[src/rtl/serial_rx_fifo.sv]
module serial_rx_fifo #(
  parameter int DEPTH = 16,
  parameter int OSR   = 16
) (
  input  logic                     clk,
  input  logic                     rst_n,
  input  logic                     tick,
  input  logic                     rxd,
  input  logic [1:0]               wlen,
  input  logic                     par_en,
  input  logic                     par_even,
  input  logic                     par_force,
  input  logic [1:0]               trig_sel,
  input  logic                     rd_en,
  output logic [7:0]               rd_data,
  output logic                     rd_perr,
  output logic                     rd_ferr,
  output logic [$clog2(DEPTH):0]   fill,
  output logic                     rx_req,
  output logic                     tmo_req
);
  localparam int AW = $clog2(DEPTH);
  localparam int CW = $clog2(OSR);
  localparam int TW = 12;

  typedef enum logic [2:0] {IDLE, START, DATA, PAR, STOP} st_t;
  st_t st;

  logic [CW-1:0] tcnt;
  logic [2:0]    bidx;
  logic [7:0]    sh;
  logic          pbit;

  wire [3:0] nbits = 4'd5 + {2'b00, wlen};
  wire       mid   = tick && (tcnt == CW'(OSR - 1));
  wire       half  = tick && (tcnt == CW'(OSR / 2 - 1));

  always_ff @(posedge clk or negedge rst_n) begin
    if (!rst_n) begin
      st   <= IDLE;
      tcnt <= '0;
      bidx <= '0;
      sh   <= '0;
      pbit <= 1'b0;
    end else begin
      if (tick) tcnt <= tcnt + 1'b1;
      case (st)
        IDLE:  if (tick && !rxd) begin st <= START; tcnt <= '0; end
        START: if (half) begin
                 tcnt <= '0;
                 bidx <= '0;
                 st   <= rxd ? IDLE : DATA;
               end
        DATA:  if (mid) begin
                 sh   <= {rxd, sh[7:1]};
                 bidx <= bidx + 1'b1;
                 if (bidx == 3'(nbits - 4'd1)) st <= par_en ? PAR : STOP;
               end
        PAR:   if (mid) begin pbit <= rxd; st <= STOP; end
        STOP:  if (mid) st <= IDLE;
        default: st <= IDLE;
      endcase
    end
  end

  wire [7:0] dal  = sh >> (4'd8 - nbits);
  wire       pexp = par_force ? ~par_even : (^dal ^ ~par_even);
  wire       perr = par_en && (pbit != pexp);

  logic [9:0]    mem [DEPTH];
  logic [AW-1:0] wp, rp;

  wire full = (fill == (AW+1)'(DEPTH));
  wire push = (st == STOP) && mid && !full;
  wire pop  = rd_en && (fill != '0);

  always_ff @(posedge clk or negedge rst_n) begin
    if (!rst_n) begin
      wp   <= '0;
      rp   <= '0;
      fill <= '0;
    end else begin
      if (push) wp <= wp + 1'b1;
      if (pop)  rp <= rp + 1'b1;
      fill <= fill + (AW+1)'(push) - (AW+1)'(pop);
    end
  end

  always_ff @(posedge clk) begin
    if (push) mem[wp] <= {!rxd, perr, dal};
  end

  assign rd_data = mem[rp][7:0];
  assign rd_perr = mem[rp][8];
  assign rd_ferr = mem[rp][9];

  logic [4:0] lvl;
  always_comb begin
    case (trig_sel)
      2'b00:   lvl = 5'd1;
      2'b01:   lvl = 5'd4;
      2'b10:   lvl = 5'd8;
      default: lvl = 5'd14;
    endcase
  end
  assign rx_req = ({{(5 > AW+1 ? 0 : AW+1-5){1'b0}}, fill} >= (AW+1)'(lvl));

  logic [TW-1:0] tocnt;
  wire  [3:0]    fbits = nbits + 4'd2 + {3'b000, par_en};
  wire  [TW-1:0] tolim = TW'(fbits) * TW'(4 * OSR);

  always_ff @(posedge clk or negedge rst_n) begin
    if (!rst_n) begin
      tocnt   <= '0;
      tmo_req <= 1'b0;
    end else begin
      if (push || pop || fill == '0) tocnt <= '0;
      else if (tick && tocnt != tolim) tocnt <= tocnt + 1'b1;
      if (pop) tmo_req <= 1'b0;
      else if (fill != '0 && tocnt == tolim) tmo_req <= 1'b1;
    end
  end


  fill_range_chk: assert property (@(posedge clk) disable iff (!rst_n)
    fill <= (AW+1)'(DEPTH));

  pop_dec_chk: assert property (@(posedge clk) disable iff (!rst_n)
    (pop && !push) |=> fill == $past(fill) - 1'b1);

  full_hold_chk: assert property (@(posedge clk) disable iff (!rst_n)
    (full && !rd_en) |=> full);

  glitch_drop_chk: assert property (@(posedge clk) disable iff (!rst_n)
    (st == START && half && rxd && !rd_en) |=> fill == $past(fill));

  tmo_clear_chk: assert property (@(posedge clk) disable iff (!rst_n)
    pop |=> !tmo_req);
endmodule

[config.mk]
export PLATFORM = sky130hd
export DESIGN_NAME = serial_rx_fifo
export DESIGN_NICKNAME = d
export VERILOG_FILES = /design/src/rtl/serial_rx_fifo.sv
export SDC_FILE = /design/constraint.sdc
export NUM_CORES = 1
export LEC_CHECK = 0
export ABC_AREA = 1
export BUFFER_PORTS_ARGS = -buffer_cell sky130_fd_sc_hd__buf_2
export CORE_ASPECT_RATIO = 1.2
export CORE_MARGIN = 2
export CORE_UTILIZATION = 55
export CTS_CLUSTER_DIAMETER = 40
export DETAILED_ROUTE_END_ITERATION = 10
export GPL_TIMING_DRIVEN = 0
export PLACE_DENSITY = 0.71
export SYNTH_ARGS = -nofsm -noshare
export SYNTH_HDL_FRONTEND = slang
export SYNTH_SLANG_ARGS = --single-unit
[constraint.sdc]
create_clock -name clk -period 5.71 [get_ports clk]
set_clock_uncertainty 0.15 [all_clocks]
set_input_delay 1.142 -clock clk [delete_from_list [all_inputs] [get_ports clk]]
set_output_delay 1.142 -clock clk [all_outputs]
set_load 0.05 [all_outputs]
==> metrics.txt, run 1 <==
reg-to-reg slack, setup=around 2100 ps; Clk network pwr share=0.294; CP Max Fanout=18; outcome=finished clean; setup bufs post-CTS=0; Root Buffer=clkbuf_16; top routing layer used=met4; Gates resized, CTS repair=0; Pint=3.09 mW; Clock Path Buffers=3; TritonCTS clock tree=done; io pins=29; synthesized cell area=9450 µm²; final WL=21600 µm; Period minus WS final=between 4000 and 5000 ps; dpl cells=1097; r2r endpoint=mem[12][8]; most frequent cells in the layout=edfxtp_1 (160), nand2_1 (152), nor2_1 (104), o21ai_0 (68), inv_1 (59); clk slew on worst S/H paths=60 ps; Unique masters post-synth=37; Sink Count=205; final instance count without filler cells=1142; type of the worst min-delay path=reg2reg; asr flop ratio synth=0.220; vias in the first global route=6464; switching part of the total=0.399; syn_nets=890; required time of the critical path=5700 ps; grt total ovfl=0; routed length on met3=1230 µm; commonest non-fill, non-tap cell in the layout=edfxtp_1; Port Buffer Count=28; vias per cell=5.68; Clock Latency Late Sink=530 ps; WL met1=8630 µm; Yosys Warn Count=0; endpoints failing setup=0; Flop pwr share=0.342; register area share after synthesis=0.627; reg2reg path depth=12; CP Data Arrival Time=4870 ps; Worst Tran Pin Value=between 1000 and 1500 ps; Power Total=5.14 mW; Pwr per Cell Area=482 nW/µm²; post-synthesis register bit count=205; # diodes=0; f_max=0.205 GHz; share of cells above drive strength 1=0.110; final-report max-slew violation count=0; GRT Util Overall=0.247; clock buffer count from CTS=25; H-tree levels=1; Leak Pwr=4.19 nW; met2 wire len=10700 µm; Mapped Cells=853; Remaining DRCs=0; Worst Setup Start Kind=input port; First-pass DRT Iterations=7; antenna viol nets, final=0; combinational share of power=0.363; setup TNS=0 ps; period utilization=0.855; Worst Hold Launch=bidx[2]; Die H=between 100 and 150 µm; Setup Crit Path Kind=in2reg; Post-layout nets=945; max cap viols=0; worst hold endpoint=bidx[2]; hold path cells=1; initial antenna violation count=0; EDFF count, synth=160; top_reg_cell synth=edfxtp_1; GPL Wtd Cong=0.913; sw power=between 2 and 2.5 mW; Post-CTS Hold Fix Bufs=0; Layout Area Growth over Synthesis=12.8%; syn_area_per_cell=11.1 µm²; FP Rows=52; worst r2r src=sh[3]; drt wl/cell=18.9 µm; Max-slew headroom=0.159; via count=approximately 6500; unrepaired setup endpoints after global routing=false; first-pass GRT wire length=~34000 µm; DIE AREA=18300 µm²; peak supply drop=0.313 mV; Die Span X=about 120 µm; Critical Path End Type=flop; pin count of the biggest net entering global routing=46; initial DRC count=629; DP Wirelength=14500 µm; Final Hold Vio Count=0; core region area=around 17000 µm²; initial core utilization=0.561
[cell type report]
cell class | count | area [µm²]
tap | 216 | 270
timing repair buffer | 28 | 140
clock buffer | 30 | 654
inverter | 68 | 255
fill | 1362 | 6190
buffer | 36 | 178
sequential | 205 | 5930
clock inverter | 15 | 143
multi-input combinational | 544 | 3090
[synthesized netlist by cell type, types with 2 or more instances]
| cell type | count | area share |
|---|---|---|
| a21oi_1 | 11 | 0.0058 |
| nand3_1 | 36 | 0.019 |
| inv_2 | 6 | 0.0024 |
| mux2i_1 | 29 | 0.031 |
| nand2_1 | 152 | 0.060 |
| clkbuf_1 | 24 | 0.0095 |
| buf_2 | 7 | 0.0037 |
| nand3_2 | 2 | 0.0021 |
| xnor2_1 | 7 | 0.0065 |
| nand2_2 | 9 | 0.0060 |
| o31ai_1 | 2 | 0.0016 |
| clkinv_1 | 3 | 0.0012 |
| dfrtp_1 | 45 | 0.12 |
| ha_1 | 24 | 0.032 |
| nor4_1 | 2 | 0.0013 |
| nor3_1 | 8 | 0.0042 |
| nor2_1 | 104 | 0.041 |
| o211ai_1 | 10 | 0.0079 |
| inv_1 | 59 | 0.023 |
| xor2_1 | 21 | 0.019 |
| nand4_1 | 9 | 0.0060 |
| o32ai_1 | 10 | 0.0093 |
| o21ai_0 | 68 | 0.036 |
| o221ai_1 | 29 | 0.027 |
| buf_6 | 4 | 0.0048 |
| nor3_2 | 2 | 0.0021 |
| edfxtp_1 | 160 | 0.51 |
[worst max-delay path by stage]
stage | startpoint | endpoint | slack (ps)
2_1_floorplan | wlen[0] | mem[0][8] | 1850
3_3_place_gp | wlen[0] | mem[4][8] | 430
3_5_place_dp | wlen[0] | mem[5][8] | 360
4_1_cts | wlen[0] | mem[8][8] | 890
5_1_grt | wlen[0] | mem[9][8] | 650
6_report | wlen[0] | mem[12][8] | 830
[critical path, stage by stage]
cell and delay (ps):
buf_2 120, buf_6 140, inv_2 60, buf_6 140
ha_1 410, inv_2 180, nand2_2 60, nand2_2 90
nor2_1 50, nor2_1 930, nand2_1 130, nand2_1 100
nand2_1 70, nand3_1 90, nand3_2 110, nand2_1 70
nand2_1 40, nor2_1 930
[routing by layer]
metal  GRT usage  vias up
met5           0        -
met4       0.114        0
met3      0.0397       58
met2       0.409      216
met1       0.319     3100
li1            -     3110
[kinds of logic (layout without fill, tap and decap cells)]
| family | after synthesis | in the layout | synth area share |
|---|---|---|---|
| mux | 29 | 29 | 0.0307 |
| xor+xnor | 28 | 28 | 0.0259 |
| fa+ha+maj | 25 | 25 | 0.0339 |
| buf+inv | 104 | 177 | 0.0458 |
| flops | 205 | 205 | 0.627 |
| simple gates | 326 | 326 | 0.144 |
| compound gates | 136 | 136 | 0.0919 |
[sequential cells by signal, summed over array words and instances (netlist names)]
signal and flops:
pbit 1, st 3, sh 8, bidx 3, wp 4, fill 5
tcnt 4, rp 4, mem 160, tmo_req 1, tocnt 12
[power by group through the flow]
stage	Clock, mW	Sequential, mW	Combinational (mW)
floorplan	0	1.84	1.26
global placement	0	1.79	1.82
detailed placement	0	1.79	1.85
CTS	1.53	1.76	1.86
global route	1.59	1.77	2.02
finish	1.51	1.76	1.87
[through the flow]
stage	cell area (µm²)	utilization	worst slack [ps]	hold WS (ps)
final	10700	0.633	827	329
after global routing	10700	0.633	647	350
after CTS	10700	0.633	890	324
after detailed placement	9860	0.585	363	317
after global placement	9860	0.585	431	305
after floorplan	9450	-	1850	283
Power figures use the tool's default switching activity.
==> inputs of run 2 (changes only) <==
--- a/config.mk
+++ b/config.mk
@@ -9,11 +9,11 @@
 export BUFFER_PORTS_ARGS = -buffer_cell sky130_fd_sc_hd__buf_2
 export CORE_ASPECT_RATIO = 1.2
 export CORE_MARGIN = 2
-export CORE_UTILIZATION = 55
+export CORE_UTILIZATION = 50
 export CTS_CLUSTER_DIAMETER = 40
 export DETAILED_ROUTE_END_ITERATION = 10
 export GPL_TIMING_DRIVEN = 0
-export PLACE_DENSITY = 0.71
+export PLACE_DENSITY = 0.65
 export SYNTH_ARGS = -nofsm -noshare
 export SYNTH_HDL_FRONTEND = slang
 export SYNTH_SLANG_ARGS = --single-unit
==> run 2 against run 1 <==
Sequential power about the same. Fmax increased by 1.8%. Wire length increased by 2.7%. Global-route usage decreased by 1.9 points. Hold slack got worse by 11 ps. Via count decreased by 0.74%. Final area increased by 2.0%. Highest routed layer unchanged. Clock power increased by 15%. Non-clock buffer count unchanged.
==> metrics.txt, run 2 (synthesis results as in run 1) <==
outcome=finished clean; io pins=29 (unchanged); via count=6436 (-0.74%); largest registers=mem x160, tocnt x12, sh x8; Root Buffer=clkbuf_16; CP most frequent cell=nand2_1; initial antenna violation count=0 (unchanged); GPL Wtd Cong=0.890 (-2.5%); Clock Latency Late Sink=520 ps (about the same); final instance count without filler cells=1189 (+4.1%); most frequent cells in the layout=edfxtp_1 (160), nand2_1 (152), nor2_1 (104), o21ai_0 (68), inv_1 (59); Critical Path Max Stage Delay=930 ps (about the same); final-report max-slew violation count=0 (unchanged); first-pass GRT wire length=34700 µm (+1.8%); initial core utilization=0.505 (-0.0559); final WL=22100 µm (+2.7%); Die Span X=130 µm (+4.7%); Post-layout nets=948 (+0.32%); vias in the first global route=6288 (-2.7%); H-tree levels=1 (unchanged); peak supply drop=0.287 mV (-8.3%); commonest non-fill, non-tap cell in the layout=edfxtp_1; Leak Pwr=4.28 nW (+2.1%); Critical Path End Type=flop; Worst Setup Start Kind=input port; First-pass DRT Iterations=7 (unchanged); DP Wirelength=14800 µm (+2.7%); Period minus WS final=4800 ps (-88.4 ps); Worst Tran Pin Value=1250 ps (-4.91 ps); GRT Util Overall=0.228 (-0.0191); type of the worst min-delay path=reg2reg; required time of the critical path=5720 ps (+20 ps); Biggest register=mem; setup TNS=0 ps (unchanged); CP Max Fanout=18 (unchanged); max cap viols=0 (unchanged); core region area=18700 µm² (+11%); DIE AREA=20000 µm² (+9.7%); dpl cells=1137 (+3.6%); initial DRC count=418 (-34%); Core Util, Final=0.581 (-0.0516); max reg flops=160 (unchanged); antenna viol nets, final=0 (unchanged); setup bufs post-CTS=0 (unchanged); Post-CTS Hold Fix Bufs=0 (unchanged); Port Buffer Count=28 (unchanged); FP Rows=55 (+5.8%); Final Hold Vio Count=0 (unchanged); Setup Crit Path Kind=in2reg; TritonCTS clock tree=done; clk slew on worst S/H paths=60 ps (about the same); Max-slew headroom=0.162 (+0.00329); Layout Area Growth over Synthesis=15.1%; unrepaired setup endpoints after global routing=false; f_max=0.209 GHz (+1.8%); # diodes=0 (unchanged); pin count of the biggest net entering global routing=46 (unchanged); grt total ovfl=0 (unchanged); Sink Count=205 (unchanged); Remaining DRCs=0 (unchanged); Die H=155 µm (+4.7%); vias per cell=5.41 (-4.7%); share of cells above drive strength 1=0.118 (+0.00775); drt wl/cell=18.6 µm (-1.4%); period utilization=0.840 (-0.0155); CP cell instances=buf_2, buf_6, inv_2, buf_6, ha_1, inv_2, nand2_2, nand2_2, nor2_1, nor2_1, nand2_1, nand2_1, nand2_1, nand3_1, nand3_2, nand2_1, nand2_1, nor2_1; endpoints failing setup=0 (unchanged); Gates resized, CTS repair=0 (unchanged); fillcell total=1574 (+16%); Crit-path slowest cell=nor2_1; clock buffer count from CTS=28 (+12%); CP Data Arrival Time=4810 ps (-60 ps); Clock Path Buffers=3 (unchanged); Pwr per Cell Area=494 nW/µm² (+2.5%)
==> run 2: cell count changes in the layout (fill, tap and decap cells not counted) <==
cell | previous run | this run
clkbuf_16 | 25 | 29
clkinv_4 | 2 | 3
bufinv_16 | 1 | 2
clkinvlp_4 | 3 | 1
clkbuf_1 | 28 | 27
clkbuf_8 | 1 | 3
inv_6 | 3 | 5
==> run 2: final cells by class <==
cell class | count | area (µm²) | share of cell area
inverters | 68 | 255 | 0.0235
clock buffers | 35 | 778 | 0.0716
flip-flops and latches | 205 | 5930 | 0.545
plain buffers | 36 | 178 | 0.0163
clock inverters | 17 | 184 | 0.0169
repair buffers | 28 | 140 | 0.0129
well taps | 256 | 320 | 0.0295
multi-input cells | 544 | 3090 | 0.284
==> run 2: critical path, delay by kind of cell <==
kind,cells,cell delay [ps]
simple gates,12,2550
fa+ha+maj,1,430
buf+inv,5,640
==> run 2: worst paths after layout <==
check / startpoint / to / slack (ps) / cells past startpoint
min in group asynchronous: rst_n / sh[2] / 650 / 1
max in group asynchronous: rst_n / tocnt[1] / 4080 / 1
worst min-delay path: bidx[2] / bidx[2] / 320 / 1
worst max register to register: sh[3] / mem[13][8] / 2200 / 12
worst min register to register: bidx[2] / bidx[2] / 320 / 1
worst max-delay path: wlen[0] / mem[13][8] / 910 / 18
==> run 2: routing by layer <==
metal | global-route usage | wire, µm | vias to the layer above
li1 | - | - | 3123
met1 | 0.293 | 9170 | 3102
met2 | 0.396 | 11200 | 168
met3 | 0.0301 | 1110 | 43
met4 | 0.0799 | 682 | 0
met5 | 0 | 0 | -
==> run 2: report_power, final <==
part,internal (mW),switching [mW]
Combinational,0.514,1.36
Clock,1.07,0.669
Sequential,1.70,0.0570
==> run 2: through the flow <==
step / cell area (µm²) / power (mW) / hold WS, ps / worst slack [ps]
after global placement: 9910 / 3.62 / 299 / 429
after detailed placement: 9910 / 3.65 / 310 / 309
after global routing: 10900 / 5.64 / 344 / 628
after floorplan: 9450 / 3.10 / 283 / 1850
final: 10900 / 5.37 / 318 / 915
after CTS: 10900 / 5.40 / 318 / 864
